## config.mk

```make
export PLATFORM = sky130hd
export DESIGN_NAME = smb_strap_addr_match
export DESIGN_NICKNAME = d
export VERILOG_FILES = /design/src/rtl/smb_addr_pkg.sv /design/src/rtl/smb_sync.sv /design/src/rtl/smb_strap_latch.sv /design/src/rtl/smb_cond_detect.sv /design/src/rtl/smb_addr_fsm.sv /design/src/rtl/smb_strap_addr_match.sv
export SDC_FILE = /design/constraint.sdc
export NUM_CORES = 1
export LEC_CHECK = 0
export ABC_CLOCK_PERIOD_IN_PS = 2060
export BUFFER_PORTS_ARGS = -buffer_cell sky130_fd_sc_hd__buf_2
export CAP_MARGIN = 15
export CORE_ASPECT_RATIO = 0.8
export CORE_MARGIN = 1
export CORE_UTILIZATION = 40
export CTS_BUF_LIST = sky130_fd_sc_hd__clkbuf_8
export CTS_CLUSTER_SIZE = 20
export DETAILED_ROUTE_END_ITERATION = 10
export GPL_ROUTABILITY_DRIVEN = 0
export GPL_TIMING_DRIVEN = 0
export PLACE_DENSITY = 0.63
export SKIP_CTS_REPAIR_TIMING = 1
export SYNTH_ARGS = -nofsm -noshare
export SYNTH_HDL_FRONTEND = slang
export SYNTH_SLANG_ARGS = --single-unit
```

## constraint.sdc

```tcl
create_clock -name clk -period 2.06 [get_ports clk]
set_input_delay 0.103 -clock clk [delete_from_list [all_inputs] [get_ports clk]]
set_output_delay 0.103 -clock clk [all_outputs]
set_load 0.005 [all_outputs]
```

## src/rtl/smb_addr_pkg.sv

```systemverilog
// Package: shared types for the strap-latched SMBus address matcher.
// Assumes: nothing beyond IEEE 1800-2017.
package smb_addr_pkg;
    typedef enum logic [2:0] {
        ST_IDLE,   // waiting for START
        ST_ADDR,   // shifting address byte
        ST_EVAL,   // comparing captured byte
        ST_ACKW,   // matched, waiting for falling SCL to drive ACK
        ST_ACK,    // driving ACK through the ninth clock
        ST_HOLD,   // addressed, waiting for STOP or repeated START
        ST_SKIP    // not addressed, ignoring bus until START
    } addr_state_t;
endpackage

```

## src/rtl/smb_sync.sv

```systemverilog
// Module: multi-bit multi-stage synchroniser for asynchronous bus lines.
// Assumes: each bit is independent; idle level of the lines is high, so
// the stages reset to all ones.
module smb_sync #(
    parameter int W      = 2,
    parameter int STAGES = 2
) (
    input  logic         clk,
    input  logic         rst_n,
    input  logic [W-1:0] d,
    output logic [W-1:0] q
);
    logic [STAGES-1:0][W-1:0] chain;

    // Shift the raw inputs through the synchroniser stages.
    always_ff @(posedge clk) begin
        if (!rst_n) begin
            chain <= '1;
        end else begin
            chain[0] <= d;
            for (int s = 1; s < STAGES; s++) chain[s] <= chain[s-1];
        end
    end

    assign q = chain[STAGES-1];
endmodule

```

## src/rtl/smb_strap_latch.sv

```systemverilog
// Module: captures the strap pins once after reset and forms the address.
// Assumes: straps are stable around reset release; STRAP_W < ADDR_W.
module smb_strap_latch #(
    parameter int                STRAP_W   = 4,
    parameter int                ADDR_W    = 7,
    parameter logic [ADDR_W-1:0] BASE_ADDR = 7'h18
) (
    input  logic               clk,
    input  logic               rst_n,
    input  logic [STRAP_W-1:0] strap,
    input  logic               bypass,
    output logic [ADDR_W-1:0]  dev_addr,
    output logic               ready
);
    localparam int PAD_W = ADDR_W - STRAP_W;

    // Latch the address in the first cycle after reset release only.
    always_ff @(posedge clk) begin
        if (!rst_n) begin
            ready    <= 1'b0;
            dev_addr <= BASE_ADDR;
        end else if (!ready) begin
            ready    <= 1'b1;
            dev_addr <= bypass ? BASE_ADDR : BASE_ADDR + {{PAD_W{1'b0}}, strap};
        end
    end

    // once latched, the address never moves until reset.
    a_r1_addr_frozen: assert property (@(posedge clk) disable iff (!rst_n)
        ready |=> (ready && $stable(dev_addr)));
endmodule

```

## src/rtl/smb_cond_detect.sv

```systemverilog
// Module: finds START, STOP and SCL edges on synchronised bus lines.
// Assumes: inputs are already synchronised to clk.
module smb_cond_detect (
    input  logic clk,
    input  logic rst_n,
    input  logic scl_s,
    input  logic sda_s,
    output logic start,
    output logic stop,
    output logic scl_rise,
    output logic scl_fall
);
    logic scl_d, sda_d;

    // Remember the previous line levels for edge detection.
    always_ff @(posedge clk) begin
        if (!rst_n) begin
            scl_d <= 1'b1;
            sda_d <= 1'b1;
        end else begin
            scl_d <= scl_s;
            sda_d <= sda_s;
        end
    end

    assign start    = scl_s & scl_d & sda_d & ~sda_s;
    assign stop     = scl_s & scl_d & ~sda_d & sda_s;
    assign scl_rise = scl_s & ~scl_d;
    assign scl_fall = ~scl_s & scl_d;
endmodule

```

## src/rtl/smb_addr_fsm.sv

```systemverilog
// Module: shifts in the address byte, compares it, drives ACK, tracks busy.
// Assumes: clk oversamples SCL so that every SCL phase spans several
// cycles; the ACK is driven only while SCL is low.
module smb_addr_fsm
    import smb_addr_pkg::*;
#(
    parameter int ADDR_W = 7
) (
    input  logic              clk,
    input  logic              rst_n,
    input  logic              ready,
    input  logic [ADDR_W-1:0] dev_addr,
    input  logic              scl_s,
    input  logic              sda_s,
    input  logic              start,
    input  logic              stop,
    input  logic              scl_rise,
    input  logic              scl_fall,
    output logic              sda_pull,
    output logic              addr_match,
    output logic              rw_dir,
    output logic              busy
);
    localparam int BYTE_W = ADDR_W + 1;
    localparam int CNT_W  = $clog2(BYTE_W + 1);

    addr_state_t       state;
    logic [BYTE_W-1:0] shreg;
    logic [CNT_W-1:0]  bitcnt;

    // Address phase sequencer: STOP first, then START, then the current state.
    always_ff @(posedge clk) begin
        if (!rst_n) begin
            state      <= ST_IDLE;
            shreg      <= '0;
            bitcnt     <= '0;
            sda_pull   <= 1'b0;
            addr_match <= 1'b0;
            rw_dir     <= 1'b0;
            busy       <= 1'b0;
        end else begin
            addr_match <= 1'b0;
            if (stop) begin
                state    <= ST_IDLE;
                sda_pull <= 1'b0;
                busy     <= 1'b0;
            end else if (start && ready) begin
                state    <= ST_ADDR;
                bitcnt   <= '0;
                sda_pull <= 1'b0;
            end else begin
                case (state)
                    ST_ADDR: begin
                        if (scl_rise) begin
                            shreg  <= {shreg[BYTE_W-2:0], sda_s};
                            bitcnt <= bitcnt + 1'b1;
                            if (bitcnt == CNT_W'(BYTE_W - 1)) state <= ST_EVAL;
                        end
                    end
                    ST_EVAL: begin
                        if (shreg[BYTE_W-1:1] == dev_addr) begin
                            addr_match <= 1'b1;
                            rw_dir     <= shreg[0];
                            busy       <= 1'b1;
                            state      <= ST_ACKW;
                        end else begin
                            state <= ST_SKIP;
                        end
                    end
                    ST_ACKW: begin
                        if (scl_fall) begin
                            sda_pull <= 1'b1;
                            state    <= ST_ACK;
                        end
                    end
                    ST_ACK: begin
                        if (scl_fall) begin
                            sda_pull <= 1'b0;
                            state    <= ST_HOLD;
                        end
                    end
                    default: ;
                endcase
            end
        end
    end

    // the match indication lasts a single cycle.
    a_r10_match_pulse: assert property (@(posedge clk) disable iff (!rst_n)
        addr_match |=> !addr_match);

    // a match is always reported as busy.
    a_r9_match_busy: assert property (@(posedge clk) disable iff (!rst_n)
        addr_match |-> busy);

    // STOP clears busy in the next cycle.
    a_r9_stop_clears: assert property (@(posedge clk) disable iff (!rst_n)
        stop |=> !busy);

    // the ACK drive only changes while SCL is low.
    a_r6_pull_scl_low: assert property (@(posedge clk) disable iff (!rst_n)
        (sda_pull != $past(sda_pull)) |-> !scl_s);

    // no ACK is ever driven without a prior match.
    a_r7_pull_needs_match: assert property (@(posedge clk) disable iff (!rst_n)
        $rose(sda_pull) |-> busy);
endmodule

```

## src/rtl/smb_strap_addr_match.sv

```systemverilog
// Module: top of the strap-latched SMBus address matcher.
// Assumes: sda_i is the wired line level including this block's own pull;
// clk runs at least ~10x the SCL rate.
module smb_strap_addr_match #(
    parameter int                STRAP_W     = 4,
    parameter int                ADDR_W      = 7,
    parameter logic [ADDR_W-1:0] BASE_ADDR   = 7'h18,
    parameter int                SYNC_STAGES = 2
) (
    input  logic               clk,
    input  logic               rst_n,
    input  logic [STRAP_W-1:0] strap_i,
    input  logic               strap_bypass_i,
    input  logic               scl_i,
    input  logic               sda_i,
    output logic               sda_pull_o,
    output logic               addr_match_o,
    output logic               rw_dir_o,
    output logic               busy_o
);
    logic [1:0]        lines_s;
    logic              scl_s, sda_s;
    logic              start, stop, scl_rise, scl_fall;
    logic [ADDR_W-1:0] dev_addr;
    logic              ready;

    smb_sync #(.W(2), .STAGES(SYNC_STAGES)) u_sync (
        .clk(clk), .rst_n(rst_n), .d({scl_i, sda_i}), .q(lines_s)
    );

    assign scl_s = lines_s[1];
    assign sda_s = lines_s[0];

    smb_strap_latch #(.STRAP_W(STRAP_W), .ADDR_W(ADDR_W), .BASE_ADDR(BASE_ADDR)) u_latch (
        .clk(clk), .rst_n(rst_n), .strap(strap_i), .bypass(strap_bypass_i),
        .dev_addr(dev_addr), .ready(ready)
    );

    smb_cond_detect u_cond (
        .clk(clk), .rst_n(rst_n), .scl_s(scl_s), .sda_s(sda_s),
        .start(start), .stop(stop), .scl_rise(scl_rise), .scl_fall(scl_fall)
    );

    smb_addr_fsm #(.ADDR_W(ADDR_W)) u_fsm (
        .clk(clk), .rst_n(rst_n), .ready(ready), .dev_addr(dev_addr),
        .scl_s(scl_s), .sda_s(sda_s), .start(start), .stop(stop),
        .scl_rise(scl_rise), .scl_fall(scl_fall),
        .sda_pull(sda_pull_o), .addr_match(addr_match_o),
        .rw_dir(rw_dir_o), .busy(busy_o)
    );
endmodule

```

# == After elaboration in Yosys (flattened, before gate mapping) ==
# Index checks and enable logic that the tools add are counted.
# totals
rom_bits,0
n_memories,0
register_bits,33
elab_cells,77
input_bits,9
latchBits,0
mem_bits_rw,0
out_inout_bits,4
# op_classes
n_lt_le_gt_ge,0
shift,0
n_addsub,2
bitwise_logic,15
div_mod_pow,0
n_mul,0
reduce_logical,16
n_mux,16
eq_ne,14
# op_table
operator,n
two-way mux 3 bit,5
two-way mux 4 bit,3
case mux 3 bit (4 select lines),1
AND reduction 5 bit,2
"inequality test 3 x 2 -> 1 bit, second input constant",3
AND reduction 3 bit,3
inverter 1 bit,8
AND reduction 4 bit,2
AND 1 bit,7
== test 7 bit,1
two-way mux 7 bit,1
"adder 5 x 4 -> 6 bit, first input constant",1
"== test 3 x 2 -> 1 bit, second input constant",2
"inequality test 2 bit, second input constant",3
nonzero test 2 bit,3
two-way mux 1 bit,5
nonzero test 5 bit,1
"adder 4 x 1 -> 4 bit, second input constant",1
"== test 4 x 3 -> 1 bit, second input constant",1
nonzero test 4 bit,1
OR reduction 4 bit,1
"== test 3 x 1 -> 1 bit, second input constant",1
"== test 3 bit, second input constant",1
"inequality test 3 x 1 -> 1 bit, second input constant",1
5 further kinds,5

# == Longest topological paths before layout ==
# Gate-level depths: netlist (run 1).
# logic_depth
ltp_word,6
depth_mapped,6
mapped_depth_nobuf,5

# == Hierarchy ==
# A second synthesis (run 1) with hierarchy kept.
# hier_totals
hier_cells,150
hier_area_um2,1355.0
# modules_own_cells
mod,area_per_inst_um2,n_inst,cells_each,seq_area_each_um2
smb_addr_fsm,908.4,1,109,380.4
smb_strap_latch,241.5,1,23,120.1
smb_sync,120.1,1,10,80.1
smb_cond_detect,85.1,1,8,40.0

# == Worst setup path before layout (run 1) ==
# No wires, ideal clock.
# synth_timing
path_kind,flip-flop to flip-flop
start,register u_fsm.state[1]
end,register u_fsm.busy
stages_incl_launch_ff,5
setup_time_ps,73
t_arrival_ps,1414
path_buffers,0
slack_ps,573
period_less_slack_ps,1487
required_time_ps,1987
cell_sequence,dfxtp_1 -> inv_2 -> or4_4 -> or3_4 -> o22ai_2
# synth_between
elab_chain_cells,2
# synth_lines
item,line_no,source
from (decl),smb_addr_fsm.sv:27,addr_state_t state;
from (signal assigned),smb_addr_fsm.sv:34,state <= ST_IDLE;
from (signal assigned),smb_addr_fsm.sv:44,state <= ST_IDLE;
from (signal assigned),smb_addr_fsm.sv:48,state <= ST_ADDR;
== test 3 x 2 -> 1 bit,smb_addr_fsm.sv:52,case (state)
AND reduction 3 bit (no source line),n/a,
to (signal assigned),smb_addr_fsm.sv:40,busy <= 1'b0;
to (signal assigned),smb_addr_fsm.sv:46,busy <= 1'b0;
to (signal assigned),smb_addr_fsm.sv:64,busy <= 1'b1;
to (decl),smb_addr_fsm.sv:22,output logic busy
# No other way between the ends.
# A chain may end at the register's enable or synchronous reset.

# == Worst setup path after layout (run 1) ==
# layout_timing
start,register u_fsm.state[1]
end,register u_fsm.rw_dir
# layout_between
elab_chain_cells,2
# layout_lines
item,line_no,source
== test 3 x 2 -> 1 bit,smb_addr_fsm.sv:52,
AND reduction 4 bit (no source line),n/a,
to (signal assigned),smb_addr_fsm.sv:63,rw_dir <= shreg[0];
to (decl),smb_addr_fsm.sv:21,"output logic rw_dir,"
# No other way between the ends.

==> flow_summary.yaml, run 1 <==
run_status:
  status: "completed"
floorplanning:
  core_area_um2: 2872
  pin_count: 13
  initial_utilization_pct: 44.14
  die_h_um: 52.35
  row_count: 17
  dieWidth_um: 64.94
  die_area_um2: 3399
finish:
  fill_cells: 283
  multi_input_comb_area_um2: 605.6
  synthToLayoutAreaGrowth_pct: 14.91
  regArea_um2: 620.6
  drive_gt1_share_pct: 15.57
  fin_nets: 176
  antenna_cells: 0
clock_tree:
  numCtsBuffers: 5
  path_clk_slew_ns: 0.06
  clk_latency_ns: 0.28
  clock_path_buffers: 2
  root_buffer: "clkbuf_8"
  htreeDepth: 2
  cts_tree: "built"
  cts_sinks: 31
global_routing:
  grt_max_degree: 11
  grt_pass1_vias: 981
  grt_usage_pct: 17.73
  grt_pass1_wl_mm: 4.360
  antenna_found_initial: 0
  grt-ovfl-total: 0
timing:
  slew_viol_final: 0
  final.min_clock_period_ns: 1.639
  tightest_slew_ns: 0.4469
  period_share_pct: 79.59
  tns_ns: 0
  layout_setup_ws_ns: 0.4205
  fin_skew_ns: 0.004094
  hold_violations: 0
  slew_headroom_pct: 70.21
  finalSetupViolCount: 0
  fmax_mhz: 609.9
  rsz0062_at_grt: "false"
worst_hold_path:
  min_path_type: "in -> reg"
routing:
  wl_per_cell_um: 12.31
  postRouteAntennaNets: 0
  firstDrtPassIters: 4
  drt_wl_total_mm: 2.524
  vias: 1082
  drt-initial-drc-count: 112
  drc_errors: 0
  vias_per_cell: 5.278
job:
  drv_cap: 0
worst_setup_path:
  worstPathRequired_ns: 2.26
  worstPathArrival_ns: 1.84
  rrSetupSlack_ns: 0.42
  r2r_cells: 4
  cp-endpoint: "u_fsm.rw_dir"
  endpoint_kind: "register"
  reg2reg_from: "u_fsm.state[1]"
  r2r-end: "u_fsm.rw_dir"
  worst-setup-path-type: "reg -> reg"
  path_max_fanout: 5
  critPathLaunchType: "register"
  crit_start: "u_fsm.state[1]"
synth:
  ys_ff_latch: 31
  seq_area_frac_synth_pct: 48.96
  yosys.cell_types.count: 35
  ys_warn_count: 0
  synthCells: 147
  synth_area_um2: 1267
  postSynthNetCount: 157
  syn_area_per_cell_um2: 8.622
power:
  power_leakage_nw: 0.5287
  peakVddDrop_mv: 0.4515
  p_per_area_nw_per_um2: 768.4
  total_power_mw: 1.119
placement:
  preCtsSetupSlack_ns: 0.4303
  dp_hpwl_mm: 1.888
  port_buffers: 12
## cells in the mapped netlist, drive strengths merged
cell	instances	area [um2]
nand2	27	101.4
nand3	3	15.01
nand3b	2	15.01
o22a	1	8.760
mux2	1	11.26
nor2b	1	6.260
a31oi	4	25.02
clkbuf	5	18.77
o21a	1	7.510
or3b	1	8.760
o211ai	1	7.510
a21boi	1	7.510
nand2b	9	56.30
ha	1	12.51
nor4b	1	15.01
o22ai	2	18.77
and3	1	6.260
inv	6	22.52
or4	1	11.26
a21o	1	7.510
or3	1	11.26
o21ai	7	35.03
a22oi	2	15.01
nor3	3	15.01
nor3b	2	15.01
a21oi	14	70.07
o41ai	1	8.760
nand4b	1	8.760
mux2i	1	10.01
dfxtp	31	620.6
xnor2	4	35.03
nor2	10	40.04
## worst max-delay path: stages, from the launching register on
cell     delay, ns
dfxtp_1       0.41
inv_2         0.08
or4_4         0.54
nor4b_2       0.29
mux2i_1       0.24
## area by class of cell
| cell class | count | area share (%) |
|---|---|---|
| Timing Repair Buffer | 12 | 4.124 |
| Sequential cell | 31 | 42.61 |
| Buffer | 5 | 1.289 |
| Multi-Input combinational cell | 105 | 41.58 |
| Tap cell | 38 | 3.265 |
| Clock buffer | 5 | 4.725 |
| Clock inverter | 3 | 0.8591 |
| Inverter | 6 | 1.546 |
## how the worst min path moves through the flow
stage                     start               to  slack [ns]  cells after the start
final                     scl_i  u_sync.chain[1]       0.002                      2
after floorplan           rst_n    u_latch.ready        0.13                      0
after global routing      sda_i  u_sync.chain[0]       0.003                      2
after global placement    scl_i  u_sync.chain[1]        0.29                      2
after CTS                 scl_i  u_sync.chain[1]      -0.003                      2
after detailed placement  scl_i  u_sync.chain[1]        0.29                      2
## placed cells by master (no fill, tap or decap), types with 2 or more instances in the layout
master and n:
nand3_1 3, o21ai_0 7, a21oi_1 14, buf_2 12, nor3_1 3, clkbuf_8 5
xnor2_1 4, a22oi_1 2, nand3b_1 2, nor2_1 9, clkbuf_1 5, nor3b_1 2
nand2b_1 9, inv_1 7, dfxtp_1 31, nand2_1 27, a31oi_1 4
## where the power goes
part / internal (mW) / switching [mW]
clock: 0.226 / 0.207
sequential: 0.612 / 0.00740
combinational: 0.0255 / 0.0417
## layer usage
layer  vias to the layer above  track usage, %  wire [um]
met5                         -               0          0
met4                         0           9.259         44
met3                         7           6.304        132
met2                        30           26.74       1127
met1                       503           22.22       1219
li1                        542               -          -
## cell families after synthesis
group / count (synthesis) / share of synthesized area [%]
AOI/OAI and AO/OA: 35 / 16.68
xor gates and xnor gates: 4 / 2.764
adders and majority gates: 1 / 0.9870
buffers and inverters: 11 / 3.258
DFF: 31 / 48.96
muxes: 2 / 1.678
and+or+nand+nor: 63 / 25.67
## per-stage QoR
step	cell area (um2)	util (%)	hold slack (ns)	cells
floorplan	1267	-	0.1307	147
global placement	1375	47.89	0.2872	197
detailed placement	1375	47.89	0.2883	197
CTS	1456	50.72	-0.002922	205
global route	1456	50.72	0.003191	205
finish	1456	50.72	0.001656	205
## registers in the layout, summed over array words and instances, names as in the netlist
name              flops
u_sync.q              2
u_cond.sda_d          1
u_latch.dev_addr      5
u_fsm.bitcnt          4
u_fsm.busy            1
u_fsm.rw_dir          1
u_fsm.sda_pull        1
u_sync.chain          2
u_cond.scl_d          1
u_fsm.addr_match      1
u_fsm.shreg           8
u_fsm.state           3
u_latch.ready         1
(Power assumes the default switching activity.)
==> run 2, diff against run 1 <==
Settings changed: ABC_CLOCK_PERIOD_IN_PS 2060 to 1600.
Clock period 2.06 ns to 1.6 ns, I/O delays scaled along.
==> run 2 against run 1 <==
- utilization grew 2.0 points
- fmax is 6.9% higher
- cell count grew 0.98%
- combinational power is 34% higher
- power rose by 30%
==> flow_summary.yaml, run 2 (synthesized netlist as in run 1, its figures left out) <==
run_status:
  status: "completed"
routing:
  drt-initial-drc-count: 109
  postRouteAntennaNets: 0
  wl_per_cell_um: 12.47
  vias_per_cell: 5.227
  drc_errors: 0
  drt_wl_total_mm: 2.581
  vias: 1082
  firstDrtPassIters: 4
finish:
  final_common_cell: "dfxtp_1"
  top_register: "u_fsm.shreg"
  antenna_cells: 0
  layout_common_cells: "29 x dfxtp_1, 27 x nand2_1, 14 x a21oi_1"
  largest_reg_flops: 8
  synthToLayoutAreaGrowth_pct: 19.55
  finish.utilization_pct: 52.77
  drive_gt1_share_pct: 17.75
  top_regs: "u_fsm.shreg x8, u_latch.dev_addr x5, u_fsm.bitcnt x4"
  fin_nets: 178
worst_setup_path:
  critPathMaxStageDelay_ns: 0.55
  slowest_stage: "or4_4"
  critPathLaunchType: "register"
  worst-setup-path-type: "reg -> reg"
  critPathBufInv: 1
  path_max_fanout: 5
  worstPathRequired_ns: 1.80
  path_cells: "inv_4 -> or4_4 -> nor4b_4 -> mux2i_1"
  crit_family: "simple AND/OR/NAND/NOR gates"
  worstPathArrival_ns: 1.73
  endpoint_kind: "register"
clock_tree:
  root_buffer: "clkbuf_8"
  cts_sinks: 31
  numCtsBuffers: 5
  path_clk_slew_ns: 0.06
  clock_path_buffers: 2
  htreeDepth: 2
  cts_tree: "built"
  clk_latency_ns: 0.28
timing:
  slew_viol_final: 0
  layout_setup_ws_ns: 0.06676
  slew_headroom_pct: 65.25
  finalSetupViolCount: 0
  fmax_mhz: 652.2
  period_share_pct: 95.83
  tns_ns: 0
  hold_violations: 0
  final.min_clock_period_ns: 1.533
  fin_skew_ns: 0.006288
  rsz0062_at_grt: "true"
  tightest_slew_ns: 0.5158
power:
  comb_power_share_pct: 6.2
  peakVddDrop_mv: 0.5821
  switching_share_pct: 23.10
  total_power_mw: 1.451
  p_switching_mw: 0.3351
  seqPwrFrac_pct: 55.2
  power_leakage_nw: 0.5536
  clockPowerShare_pct: 38.5
  p_per_area_nw_per_um2: 957.3
  p_int_mw: 1.115
floorplanning:
  core_area_um2: 2872
  die_h_um: 52.35
  initial_utilization_pct: 44.14
  die_area_um2: 3399
  dieWidth_um: 64.94
  pin_count: 13
  row_count: 17
placement:
  preCtsSetupSlack_ns: -0.02966
  port_buffers: 12
  dp_hpwl_mm: 1.888
job:
  drv_cap: 0
global_routing:
  grt_usage_pct: 17.73
  grt_max_degree: 11
  antenna_found_initial: 0
  grt_pass1_vias: 981
  grt-ovfl-total: 0
  grt_pass1_wl_mm: 4.360
worst_hold_path:
  min_path_type: "in -> reg"
==> run 2: cell count changes in the layout (fill, tap and decap cells not counted), sizes merged <==
cell,change
dlygate4sd3,+3
clkbuf,-1
==> run 2: layout make-up <==
cell class | instances | area (um2)
Fill cell | 281 | 1356
Multi-Input combinational cell | 105 | 630.6
Sequential cell | 31 | 625.6
Timing Repair Buffer | 15 | 90.09
Clock buffer | 5 | 68.82
Tap cell | 38 | 47.55
Inverter | 6 | 25.02
Buffer | 4 | 15.01
Clock inverter | 3 | 12.51
==> run 2: through the flow <==
step	cells	hold slack [ns]	cell area, um2
final	207	0.04175	1515
after global routing	207	0.05881	1515
after CTS	205	-0.02592	1456
after detailed placement	197	0.2653	1375
after global placement	197	0.2642	1375
after floorplan	147	0.1077	1267
==> run 2: worst reg2reg max path, delay by kind of cell (launching register included) <==
family                 cells  cell delay [ns]
buffers and inverters      1             0.04
multiplexers               1             0.23
AND/OR/NAND/NOR            2             0.80
flip-flops                 1             0.38
==> run 2: path summary, 6_finish.rpt <==
path	startpoint	end	slack [ns]	depth (start not counted)
max	u_fsm.state[1]	u_fsm.rw_dir	0.07	4
min	strap_i[0]	u_latch.dev_addr[0]	0.04	3
min reg2reg	u_sync.chain[1]	u_sync.q[1]	0.41	1
max reg2reg	u_fsm.state[1]	u_fsm.rw_dir	0.07	4
==> run 2: routing by layer <==
metal	share of wire [%]	wire length (um)	GRT usage, %
met1	49	1273	22.22
met2	44	1135	26.74
met3	5.2	134	6.304
met4	1.5	38	9.259
met5	0	0	0
==> run 2: power by group through the flow <==
| stage | sequential, mW | combinational, mW | clock (mW) |
|---|---|---|---|
| 2_1_floorplan | 0.810 | 0.0598 | 0 |
| 3_3_place_gp | 0.813 | 0.0841 | 0 |
| 3_5_place_dp | 0.814 | 0.0857 | 0 |
| 4_1_cts | 0.797 | 0.0868 | 0.575 |
| 5_1_grt | 0.803 | 0.100 | 0.602 |
| 6_report | 0.801 | 0.0903 | 0.559 |
